**config.mk**
```make
export PLATFORM = sky130hd
export DESIGN_NAME = cmd_mailbox_top
export DESIGN_NICKNAME = d
export VERILOG_FILES = /design/src/rtl/cmd_mailbox_pkg.sv /design/src/rtl/mbx_addr_decode.sv /design/src/rtl/mbx_word_bank.sv /design/src/rtl/mbx_cmd_queue.sv /design/src/rtl/mbx_irq_ctrl.sv /design/src/rtl/cmd_mailbox_top.sv
export SDC_FILE = /design/constraint.sdc
export NUM_CORES = 2
export LEC_CHECK = 0
export ABC_AREA = 1
export BUFFER_PORTS_ARGS = -buffer_cell sky130_fd_sc_hd__buf_2
export CAP_MARGIN = 20
export CORE_MARGIN = 5
export CORE_UTILIZATION = 40
export CTS_BUF_LIST = sky130_fd_sc_hd__clkbuf_8
export DETAILED_ROUTE_END_ITERATION = 6
export PLACE_DENSITY_LB_ADDON = 0.3
export SKIP_LAST_GASP = 1
export SYNTH_ARGS = -nofsm -noshare
export SYNTH_HDL_FRONTEND = slang
export SYNTH_SLANG_ARGS = --single-unit
```
**constraint.sdc**
```tcl
create_clock -name clk -period 47.1 [get_ports clk]
set_input_delay 9.42 -clock clk [delete_from_list [all_inputs] [get_ports clk]]
set_output_delay 9.42 -clock clk [all_outputs]
set_load 0.03 [all_outputs]
```
**src/rtl/cmd_mailbox_pkg.sv**
```systemverilog
package cmd_mailbox_pkg;

  localparam int READY_BIT      = 8;
  localparam int CAUSE_DONE_BIT = 0;
  localparam int CAUSE_DROP_BIT = 17;
  localparam int CAUSE_FULL_BIT = 18;

  typedef enum logic [2:0] {
    REG_NONE,
    REG_PARAM,
    REG_CMD,
    REG_RET,
    REG_RES,
    REG_QSTAT,
    REG_CAUSE,
    REG_MASK
  } mbx_reg_e;

endpackage

```
**src/rtl/mbx_addr_decode.sv**
```systemverilog
module mbx_addr_decode
  import cmd_mailbox_pkg::*;
#(
  parameter int ADDR_W    = 8,
  parameter int NUM_WORDS = 16,
  parameter int IDX_W     = $clog2(NUM_WORDS)
) (
  input  logic [ADDR_W-1:0] addr,
  output mbx_reg_e          region,
  output logic [IDX_W-1:0]  sub_idx
);

  localparam int WIDX_W   = ADDR_W - 2;
  localparam int CMD_WI   = NUM_WORDS;
  localparam int RET_WI   = 2 * NUM_WORDS;
  localparam int RES_WI   = RET_WI + 1;
  localparam int QSTAT_WI = RES_WI + NUM_WORDS;
  localparam int CAUSE_WI = QSTAT_WI + 1;
  localparam int MASK_WI  = CAUSE_WI + 1;

  logic [WIDX_W-1:0] widx;
  int                wi;

  assign widx = addr[ADDR_W-1:2];

  always_comb begin
    wi      = int'(widx);
    region  = REG_NONE;
    sub_idx = '0;
    if (wi < NUM_WORDS) begin
      region  = REG_PARAM;
      sub_idx = IDX_W'(wi);
    end else if (wi == CMD_WI) begin
      region = REG_CMD;
    end else if (wi == RET_WI) begin
      region = REG_RET;
    end else if ((wi >= RES_WI) && (wi < QSTAT_WI)) begin
      region  = REG_RES;
      sub_idx = IDX_W'(wi - RES_WI);
    end else if (wi == QSTAT_WI) begin
      region = REG_QSTAT;
    end else if (wi == CAUSE_WI) begin
      region = REG_CAUSE;
    end else if (wi == MASK_WI) begin
      region = REG_MASK;
    end
  end

endmodule

```
**src/rtl/mbx_word_bank.sv**
```systemverilog
module mbx_word_bank #(
  parameter int NUM_WORDS = 16,
  parameter int DATA_W    = 32,
  parameter int IDX_W     = $clog2(NUM_WORDS)
) (
  input  logic                        clk,
  input  logic                        rst_n,
  input  logic                        wr_en,
  input  logic [IDX_W-1:0]            wr_idx,
  input  logic [DATA_W-1:0]           wr_data,
  input  logic                        load_en,
  input  logic [NUM_WORDS*DATA_W-1:0] load_data,
  output logic [NUM_WORDS*DATA_W-1:0] words
);

  for (genvar g = 0; g < NUM_WORDS; g++) begin : g_word
    logic              w_en;
    logic [DATA_W-1:0] w_nxt;
    logic [DATA_W-1:0] w_q;

    always_comb begin
      w_en  = 1'b0;
      w_nxt = w_q;
      if (load_en) begin
        w_en  = 1'b1;
        w_nxt = load_data[g*DATA_W +: DATA_W];
      end else if (wr_en && (wr_idx == IDX_W'(g))) begin
        w_en  = 1'b1;
        w_nxt = wr_data;
      end
    end

    always_ff @(posedge clk or negedge rst_n) begin
      if (!rst_n) begin
        w_q <= '0;
      end else if (w_en) begin
        w_q <= w_nxt;
      end
    end

    assign words[g*DATA_W +: DATA_W] = w_q;
  end

endmodule

```
**src/rtl/mbx_cmd_queue.sv**
```systemverilog
module mbx_cmd_queue #(
  parameter int ENTRY_W = 544,
  parameter int DEPTH   = 4,
  parameter int CNT_W   = $clog2(DEPTH + 1)
) (
  input  logic               clk,
  input  logic               rst_n,
  input  logic               push,
  input  logic [ENTRY_W-1:0] push_data,
  input  logic               pop,
  output logic [ENTRY_W-1:0] head,
  output logic [CNT_W-1:0]   count,
  output logic               full,
  output logic               empty
);

  localparam int PTR_W = (DEPTH > 1) ? $clog2(DEPTH) : 1;

  logic [ENTRY_W-1:0] mem [DEPTH];
  logic [PTR_W-1:0]   wr_ptr_q, wr_ptr_n, rd_ptr_q, rd_ptr_n;
  logic [CNT_W-1:0]   count_q, count_n;
  logic               do_push, do_pop;

  assign full  = (count_q == CNT_W'(DEPTH));
  assign empty = (count_q == '0);

  always_comb begin
    do_push  = push && !full;
    do_pop   = pop && !empty;
    wr_ptr_n = wr_ptr_q;
    rd_ptr_n = rd_ptr_q;
    count_n  = count_q;
    if (do_push) begin
      wr_ptr_n = (wr_ptr_q == PTR_W'(DEPTH - 1)) ? '0 : wr_ptr_q + 1'b1;
    end
    if (do_pop) begin
      rd_ptr_n = (rd_ptr_q == PTR_W'(DEPTH - 1)) ? '0 : rd_ptr_q + 1'b1;
    end
    case ({do_push, do_pop})
      2'b10:   count_n = count_q + 1'b1;
      2'b01:   count_n = count_q - 1'b1;
      default: count_n = count_q;
    endcase
  end

  always_ff @(posedge clk or negedge rst_n) begin
    if (!rst_n) begin
      wr_ptr_q <= '0;
      rd_ptr_q <= '0;
      count_q  <= '0;
    end else begin
      wr_ptr_q <= wr_ptr_n;
      rd_ptr_q <= rd_ptr_n;
      count_q  <= count_n;
    end
  end

  always_ff @(posedge clk) begin
    if (do_push) begin
      mem[wr_ptr_q] <= push_data;
    end
  end

  assign head  = mem[rd_ptr_q];
  assign count = count_q;

endmodule

```
**src/rtl/mbx_irq_ctrl.sv**
```systemverilog
module mbx_irq_ctrl
  import cmd_mailbox_pkg::*;
#(
  parameter int DATA_W = 32
) (
  input  logic              clk,
  input  logic              rst_n,
  input  logic              set_done,
  input  logic              set_drop,
  input  logic              set_full,
  input  logic              clr_en,
  input  logic [DATA_W-1:0] clr_data,
  input  logic              mask_en,
  input  logic [DATA_W-1:0] mask_data,
  output logic [DATA_W-1:0] cause_word,
  output logic [DATA_W-1:0] mask_word,
  output logic              irq
);

  localparam int NSRC = 3;

  logic [NSRC-1:0]   cause_q, cause_n, clr_vec, set_vec;
  logic [DATA_W-1:0] mask_q, mask_n;

  always_comb begin
    set_vec = {set_full, set_drop, set_done};
    clr_vec = '0;
    if (clr_en) begin
      clr_vec = {clr_data[CAUSE_FULL_BIT], clr_data[CAUSE_DROP_BIT],
                 clr_data[CAUSE_DONE_BIT]};
    end
    cause_n = (cause_q & ~clr_vec) | set_vec;
    mask_n  = mask_en ? mask_data : mask_q;
  end

  always_ff @(posedge clk or negedge rst_n) begin
    if (!rst_n) begin
      cause_q <= '0;
      mask_q  <= '1;
    end else begin
      cause_q <= cause_n;
      mask_q  <= mask_n;
    end
  end

  always_comb begin
    cause_word                 = '0;
    cause_word[CAUSE_DONE_BIT] = cause_q[0];
    cause_word[CAUSE_DROP_BIT] = cause_q[1];
    cause_word[CAUSE_FULL_BIT] = cause_q[2];
  end

  assign mask_word = mask_q;
  assign irq       = |(cause_word & ~mask_q);

endmodule

```
**src/rtl/cmd_mailbox_top.sv**
```systemverilog
module cmd_mailbox_top
  import cmd_mailbox_pkg::*;
#(
  parameter int DATA_W      = 32,
  parameter int NUM_WORDS   = 16,
  parameter int QUEUE_DEPTH = 4,
  parameter int ADDR_W      = 8
) (
  input  logic                        clk,
  input  logic                        rst_n,
  input  logic                        bus_wr,
  input  logic [ADDR_W-1:0]           bus_addr,
  input  logic [DATA_W-1:0]           bus_wdata,
  output logic [DATA_W-1:0]           bus_rdata,
  output logic                        cp_cmd_valid,
  output logic [DATA_W-1:0]           cp_cmd,
  output logic [NUM_WORDS*DATA_W-1:0] cp_params,
  input  logic                        cp_pop,
  input  logic [DATA_W-1:0]           cp_ret,
  input  logic [NUM_WORDS*DATA_W-1:0] cp_results,
  input  logic                        cp_done,
  output logic                        irq
);

  localparam int IDX_W   = $clog2(NUM_WORDS);
  localparam int CNT_W   = $clog2(QUEUE_DEPTH + 1);
  localparam int BANK_W  = NUM_WORDS * DATA_W;
  localparam int ENTRY_W = BANK_W + DATA_W;

  mbx_reg_e             region;
  logic [IDX_W-1:0]     sub_idx;
  logic [BANK_W-1:0]    param_words, result_words;
  logic [ENTRY_W-1:0]   q_head;
  logic [CNT_W-1:0]     q_count;
  logic                 q_full, q_empty;
  logic                 cmd_wr, push, drop, pop_acc, hit_full;
  logic                 done_q, done_n;
  logic [DATA_W-1:0]    ret_q, ret_n;
  logic [DATA_W-1:0]    cause_word, mask_word, status_word;

  mbx_addr_decode #(
    .ADDR_W   (ADDR_W),
    .NUM_WORDS(NUM_WORDS),
    .IDX_W    (IDX_W)
  ) u_dec (
    .addr   (bus_addr),
    .region (region),
    .sub_idx(sub_idx)
  );

  mbx_word_bank #(
    .NUM_WORDS(NUM_WORDS),
    .DATA_W   (DATA_W),
    .IDX_W    (IDX_W)
  ) u_args (
    .clk      (clk),
    .rst_n    (rst_n),
    .wr_en    (bus_wr && (region == REG_PARAM)),
    .wr_idx   (sub_idx),
    .wr_data  (bus_wdata),
    .load_en  (1'b0),
    .load_data('0),
    .words    (param_words)
  );

  mbx_word_bank #(
    .NUM_WORDS(NUM_WORDS),
    .DATA_W   (DATA_W),
    .IDX_W    (IDX_W)
  ) u_results (
    .clk      (clk),
    .rst_n    (rst_n),
    .wr_en    (1'b0),
    .wr_idx   ('0),
    .wr_data  ('0),
    .load_en  (cp_done),
    .load_data(cp_results),
    .words    (result_words)
  );

  always_comb begin
    cmd_wr   = bus_wr && (region == REG_CMD);
    push     = cmd_wr && !q_full;
    drop     = cmd_wr && q_full;
    pop_acc  = cp_pop && !q_empty;
    hit_full = push && !pop_acc && (q_count == CNT_W'(QUEUE_DEPTH - 1));
  end

  mbx_cmd_queue #(
    .ENTRY_W(ENTRY_W),
    .DEPTH  (QUEUE_DEPTH),
    .CNT_W  (CNT_W)
  ) u_queue (
    .clk      (clk),
    .rst_n    (rst_n),
    .push     (push),
    .push_data({bus_wdata, param_words}),
    .pop      (cp_pop),
    .head     (q_head),
    .count    (q_count),
    .full     (q_full),
    .empty    (q_empty)
  );

  always_comb begin
    done_n = cp_done;
    ret_n  = cp_done ? cp_ret : ret_q;
  end

  always_ff @(posedge clk or negedge rst_n) begin
    if (!rst_n) begin
      done_q <= 1'b0;
      ret_q  <= '0;
    end else begin
      done_q <= done_n;
      ret_q  <= ret_n;
    end
  end

  mbx_irq_ctrl #(
    .DATA_W(DATA_W)
  ) u_irq (
    .clk       (clk),
    .rst_n     (rst_n),
    .set_done  (done_q),
    .set_drop  (drop),
    .set_full  (hit_full),
    .clr_en    (bus_wr && (region == REG_CAUSE)),
    .clr_data  (bus_wdata),
    .mask_en   (bus_wr && (region == REG_MASK)),
    .mask_data (bus_wdata),
    .cause_word(cause_word),
    .mask_word (mask_word),
    .irq       (irq)
  );

  always_comb begin
    status_word              = '0;
    status_word[READY_BIT]   = 1'b1;
    status_word[CNT_W-1:0]   = q_count;
  end

  always_comb begin
    case (region)
      REG_PARAM: bus_rdata = param_words[sub_idx*DATA_W +: DATA_W];
      REG_RET:   bus_rdata = ret_q;
      REG_RES:   bus_rdata = result_words[sub_idx*DATA_W +: DATA_W];
      REG_QSTAT: bus_rdata = status_word;
      REG_CAUSE: bus_rdata = cause_word;
      REG_MASK:  bus_rdata = mask_word;
      default:   bus_rdata = '0;
    endcase
  end

  assign cp_cmd_valid = !q_empty;
  assign cp_cmd       = q_head[ENTRY_W-1 -: DATA_W];
  assign cp_params    = q_head[BANK_W-1:0];

endmodule

```
=== Yosys cells after proc, flatten, opt, wreduce, memory -nomap -nowiden ===
Memory sizes are Yosys's and may differ from the RTL's.
Index checks and enable logic that the tools add are counted.

* Order comparisons: 3
* Eq/ne operators: 33
* Reduce and logical (&&, ||, !) cells: 51
* Bitwise operators: 5
* Multiplexer cells: 35
* Shift-type cells: 2
* Add/subtract/negate cells: 5

{| class="wikitable"
|+ Operators with widths
! cell !! number
|-
| $shiftx A512 B10 Y32 || 2
|-
| $pmux W32 S6 || 1
|-
| $reduce_and A2 Y1 || 17
|-
| $and A19 B32 Y32 || 1
|-
| $eq A4 B4 Y1 const B || 8
|-
| $not A32 Y32 || 1
|-
| $reduce_or A32 Y1 || 1
|-
| $logic_and A1 B1 Y1 || 27
|-
| $mux W3 || 8
|-
| $mux W1 || 19
|-
| $eq A6 B5 Y1 const B || 3
|-
| $eq A4 B3 Y1 const B || 4
|-
| $mux W4 || 4
|-
| $eq A3 B3 Y1 const B || 5
|-
| $eq A6 B6 Y1 const B || 2
|-
| $eq A3 B2 Y1 const B || 3
|-
| $eq A4 B2 Y1 const B || 2
|-
| $eq A2 B2 Y1 const B || 3
|-
| $ge A6 B6 Y1 const B || 1
|-
| $lt A6 B5 Y1 const B || 1
|-
| $lt A6 B6 Y1 const B || 1
|-
| $pmux W3 S2 || 1
|-
| $add A2 B1 Y2 const B || 2
|-
| $eq A4 B1 Y1 const B || 1
|-
| 13 further kinds || 16
|}

* Memory bits (writable): 2176
* Memories: 1
* Register bits after elaboration: 1099
* Logic and storage cells: 174

{| class="wikitable"
|+ Memories
! memory !! depth !! width !! read ports !! clocked after Yosys merged registers in !! write ports !! RTL line !! text
|-
| u_queue.mem || 4 || 544 || 1 || 0 || 1 || mbx_cmd_queue.sv:19 || <nowiki>logic [ENTRY_W-1:0] mem [DEPTH];</nowiki>
|}

=== Logic depth before layout (Yosys ltp) ===
* Word-level depth: 14
* Gate-level depth with buffers: 20

=== Hierarchy ===
From an unflattened synthesis, not the netlist that was laid out.

* Cells, all modules: 16131
* Area, all modules: 151138.7 µm²

{| class="wikitable"
|+ Modules (own cells, without submodules)
! module !! area each (µm²) !! times used !! cells an instance
|-
| mbx_cmd_queue || 86454.2 || 1 || 6408
|-
| mbx_word_bank || 24762.5 || 2 || 3402
|-
| cmd_mailbox_top || 13023.7 || 1 || 2677
|-
| mbx_irq_ctrl || 1811.7 || 1 || 184
|-
| mbx_addr_decode || 324.1 || 1 || 58
|}

=== Least setup slack after synthesis ===
OpenSTA, ideal clock, no wires.

* Path kind: input port to flip-flop
* Start point: input bus_addr[2]
* End point: memory u_queue.mem[0][0], enable pin
* Data arrival time: 32.916 ns
* Setup time: 1.466 ns
* Buffers on the path: 0
* Stages on the path: 5
* Slack: 12.717 ns
* Path through: inv_1 > ha_1 > nor3b_2 > nand4_1 > nor2_1

* Word-level cells in the longest chain between the ends: 14

{| class="wikitable"
|+ Ends and longest elaborated chain
! item !! RTL line !! text
|-
| start, declared || cmd_mailbox_top.sv:12 || <nowiki>input logic [ADDR_W-1:0] bus_addr,</nowiki>
|-
| $eq A6 B5 Y1 || mbx_addr_decode.sv:44 || <nowiki>end else if (wi == MASK_WI) begin</nowiki>
|-
| $mux W3 || mbx_addr_decode.sv:44 ||
|-
| $mux W3 || mbx_addr_decode.sv:42 || <nowiki>end else if (wi == CAUSE_WI) begin</nowiki>
|-
| $mux W3 || mbx_addr_decode.sv:40 || <nowiki>end else if (wi == QSTAT_WI) begin</nowiki>
|-
| $mux W3 || mbx_addr_decode.sv:37 || <nowiki>end else if ((wi >= RES_WI) && (wi < QSTAT_WI)) begin</nowiki>
|-
| $mux W3 || mbx_addr_decode.sv:35 || <nowiki>end else if (wi == RET_WI) begin</nowiki>
|-
| $mux W3 || mbx_addr_decode.sv:33 || <nowiki>end else if (wi == CMD_WI) begin</nowiki>
|-
| $mux W3 (*) || mbx_addr_decode.sv:30 || <nowiki>if (wi < NUM_WORDS) begin</nowiki>
|-
| $eq A3 B2 Y1 (*) || cmd_mailbox_top.sv:82 || <nowiki>cmd_wr = bus_wr && (region == REG_CMD);</nowiki>
|-
| $logic_and A1 B1 Y1 (*) || cmd_mailbox_top.sv:82 ||
|-
| $logic_and A1 B1 Y1 (*) || cmd_mailbox_top.sv:83 || <nowiki>push = cmd_wr && !q_full;</nowiki>
|-
| $logic_and A1 B1 Y1 (*) || mbx_cmd_queue.sv:28 || <nowiki>do_push = push && !full;</nowiki>
|-
| $mux W1 (*) || mbx_cmd_queue.sv:59 || <nowiki>if (do_push) begin</nowiki>
|-
| $mux W1 (not written as such) (*) || mbx_cmd_queue.sv:60 || <nowiki>mem[wr_ptr_q] <= push_data;</nowiki>
|-
| end, declared || mbx_cmd_queue.sv:19 ||
|}

Every way passes the cells marked *; elsewhere a longest branch is shown, timed or not.

=== Worst setup path in the final report ===
* Start point: input bus_addr[2]
* End point: output bus_rdata[0]

* Word-level cells in the longest chain between the ends: 10

{| class="wikitable"
|+ Ends and longest elaborated chain
! item !! RTL line !! text
|-
| branches (longest 9 deep; another with $ge A6 B6 Y1) || -- ||
|-
| $pmux W32 S6 (*) || cmd_mailbox_top.sv:144 || <nowiki>case (region)</nowiki>
|-
| end, declared || cmd_mailbox_top.sv:14 || <nowiki>output logic [DATA_W-1:0] bus_rdata,</nowiki>
|}

Mark *: on every way between the ends.

==> results.md <==
* Pre-CTS worst setup slack at 22.35 ns
* Share of cells above drive strength 1 at 20.8%
* CP startpoint: bus_addr[2]
* Worst slew margin at 9.51%
* Worst Hold Class: flop to flop
* Syn Nets at around 12k
* CTS clk-pin slew, worst paths at 0.06 ns
* Full die area at 343000 sq um
* Root Driver: clkbuf_8
* Hold path cells at 1
* YS warnings at 0
* FILL cells at 30.4k
* Overflow after GRT at 0
* Fmax at 0.0405 GHz
* Pins over their slew limit at 0
* Hpwl dp at 372 mm
* Final-report hold violation count at 0
* Worst R2R End: u_queue.mem[0][381]$_DFFE_PP_
* H-tree level count at 6
* Setup TNS at 0 ns
* Post-Place Cells at 16.4k
* Placer congestion estimate at 0.891
* Routed Antenna Nets at 0
* Die width at 585 um
* Dominant cells by area after synthesis: edfxtp_1, dfrtp_1, o21ai_0
* IO Port Bufs at 1164
* # resized after CTS at 0
* Initial core utilization at 40.1%
* Period minus WS final at between 20 and 25 ns
* MaxCap Viol Count at 0
* Via count at 99.4k
* CTS Sinks at 3275
* WL/cell at 32.1 um
* Clock skew at 0.0718 ns
* Period utilisation layout at around 52%
* Multi-input gate area at 35000 sq um
* Drt total wl at 565 mm
* Mapped cell area at 132000 sq um
* CP endpoint kind: primary output
* Final worst setup slack at around 22 ns
* Worst r2r path cells at 7
* Largest net degree at the start of global routing at around 210
* Gate Count Post-Synth at 11.5k
* Vias per inst at roughly 5.7
* CTS Buf Count at between 500 and 600
* RSZ-0062 raised after global routing: no
* Worst hold slack at 0.439 ns
* Synth Area per Inst at around 12 sq um
* Nets at between 10k and 15k
* Pin slew with the least headroom to its limit at approximately 1.4 ns
* Non-filler cells, final at around 18k
* Critical path type: primary input to primary output
* Die outline height at 585 um
* # setup viols final at 0
* CORE AREA at 330000 sq um
* Skew-Pair Late Insertion Delay at approximately 1.2 ns
* Seq/Total Area, Yosys at 70.1%
* Crit-path max FO at 87
* DRC at 1
* Antenna violations before repair at 162
* Crit path capture: bus_rdata[0]
* Synth top area share at around 49%
* Unique masters post-synth at 35
* Startpoint class of the critical path: primary input
* Critical path required time at around 38 ns
* R2R Setup Slk at ~42 ns
* CTS tree: done
* FF/Latch Area at 92900 sq um
* Failing checks: design-rule violations
* Iteration-0 DRC Markers at between 10k and 15k
* Synth Register Bits at 3275
* I/O pins at 1167
* CTS Buffer Depth at 4
* Global Route Usage Sum at 31.7%
* LEAKAGE at 60.9 nW
* Cts hold-fix bufs at 0
* Crit path arrival time at around 15 ns
* Row count at 211
* Setup bufs post-CTS at 0
* DRT Pass-1 Iters at 7
* Design Power at between 8 and 9 mW
* Yosys top cell by area: edfxtp_1
* Vias in the first global route at 89.3k
* PD cells at 58.4 nW/um^2
* Peak VDD IR at 55.5 uV
* First-pass GRT wire length at between 700 and 800 mm
* Reg2Reg Launch Point: u_queue.count[0]$_DFFE_PN0P_
* Status: finished, violations left
* Area growth, synth to finish at 16.2%
worst min-delay path by stage:
stage,startpoint,to
final,done_q$_DFF_PN0_,u_irq.cause_q[0]$_DFF_PN0_
after global routing,done_q$_DFF_PN0_,u_irq.cause_q[0]$_DFF_PN0_
after CTS,done_q$_DFF_PN0_,u_irq.cause_q[0]$_DFF_PN0_
after detailed placement,done_q$_DFF_PN0_,u_irq.cause_q[0]$_DFF_PN0_
after global placement,done_q$_DFF_PN0_,u_irq.cause_q[0]$_DFF_PN0_
after floorplan,done_q$_DFF_PN0_,u_irq.cause_q[0]$_DFF_PN0_
sequential cells by signal (all words and copies together) (netlist names):
| signal | count |
|---|---|
| u_queue.rd_ptr_q | 2 |
| u_queue.wr_ptr_q | 2 |
| done_q | 1 |
| u_irq.cause_q | 3 |
| ret_q | 32 |
| u_args.g_word.w_q | 512 |
| u_queue.count | 3 |
| u_queue.mem | 2176 |
| u_irq.mask_word | 32 |
| u_results.g_word.w_q | 512 |
stage by stage:
step	area, sq um	util, %
final	154000	46.6
after global routing	154000	46.6
after CTS	154000	46.5
after detailed placement	143000	43.2
after global placement	143000	43.2
after floorplan	132000	-
logic make-up after synthesis:
logic type	synth area share [%]
adders and majority gates	0.119
DFF	70.1
xor gates and xnor gates	0.0265
muxes	4.34
buffers and inverters	3.57
and+or+nand+nor	10.1
AOI/OAI and AO/OA	11.7
worst max-delay path, stage by stage:
cell      delay (ns)
buf_2           0.13
inv_1           0.18
ha_1            0.17
nor3b_2         0.36
o21ai_4         0.09
buf_4           0.33
nand2_4         0.31
buf_4           0.54
buf_4           0.66
buf_4           0.76
nor2_1          0.08
o21ai_0         0.57
nand2_1         0.13
nand2_1         0.17
nand2_1         0.14
nand2_1         0.09
nand2_1         0.15
o21bai_1        0.47
buf_2           0.41
cell usage after synthesis, drive strengths merged:
| cell type | instances |
|---|---|
| a21oi | 166 |
| and2 | 1 |
| buf | 115 |
| clkbuf | 681 |
| dfrtp | 1067 |
| dfstp | 32 |
| edfxtp | 2176 |
| fa | 1 |
| ha | 11 |
| inv | 445 |
| mux2 | 510 |
| nand2 | 2164 |
| nand3 | 61 |
| nand3b | 1 |
| nand4 | 3 |
| nor2 | 1285 |
| nor3 | 2 |
| nor3b | 1 |
| nor4 | 1 |
| o2111ai | 1 |
| o211ai | 2 |
| o21ai | 2192 |
| o21bai | 32 |
| o221ai | 4 |
| o22ai | 544 |
| o31ai | 2 |
| xnor2 | 2 |
| xor2 | 2 |
routing by layer:
layer / routed length, um / vias to the layer above / track usage (%)
li1: - / 42700 / -
met1: 216000 / 49200 / 42.6
met2: 242000 / 6415 / 45.9
met3: 67100 / 1147 / 8.50
met4: 39300 / 36 / 19.8
met5: 241 / - / 0
where the power goes:
part | internal (mW) | total (mW) | switching, mW | leakage, nW
Combinational | 0.668 | 2.99 | 2.33 | 21.5
Sequential | 3.29 | 3.46 | 0.174 | 32.9
Clock | 1.30 | 2.53 | 1.23 | 6.48
cells in the final DEF, fill, tap and decap left out, types with 3 or more instances in the layout:
cell type	instances
o21ai_0	2050
dfrtp_1	1065
edfxtp_1	2176
buf_4	173
dfstp_2	32
inv_2	40
ha_1	11
o21bai_1	32
nand2_4	4
mux2_2	510
nor2_1	1266
clkinv_2	44
nand3_1	59
clkinv_8	12
diode_2	118
nand2_2	9
nor2_4	17
inv_8	16
o221ai_1	4
clkbuf_8	638
o21ai_1	141
buf_12	21
nand4_1	3
inv_6	13
bufinv_16	8
o22ai_1	544
nand2_1	2151
clkinv_1	57
inv_1	633
buf_2	1162
inv_12	7
clkinvlp_4	12
a21oi_1	166
final cells by class:
| cell class | instances | share of cell area, % |
|---|---|---|
| sequential | 3275 | 60.4 |
| multi-input combinational | 6988 | 22.7 |
| timing repair buffer | 1358 | 4.92 |
| inverter | 445 | 1.10 |
| tap | 4366 | 3.55 |
| clock buffer | 638 | 5.71 |
| antenna | 118 | 0.192 |
| clock inverter | 399 | 1.44 |
Power figures use the tool's default switching activity.
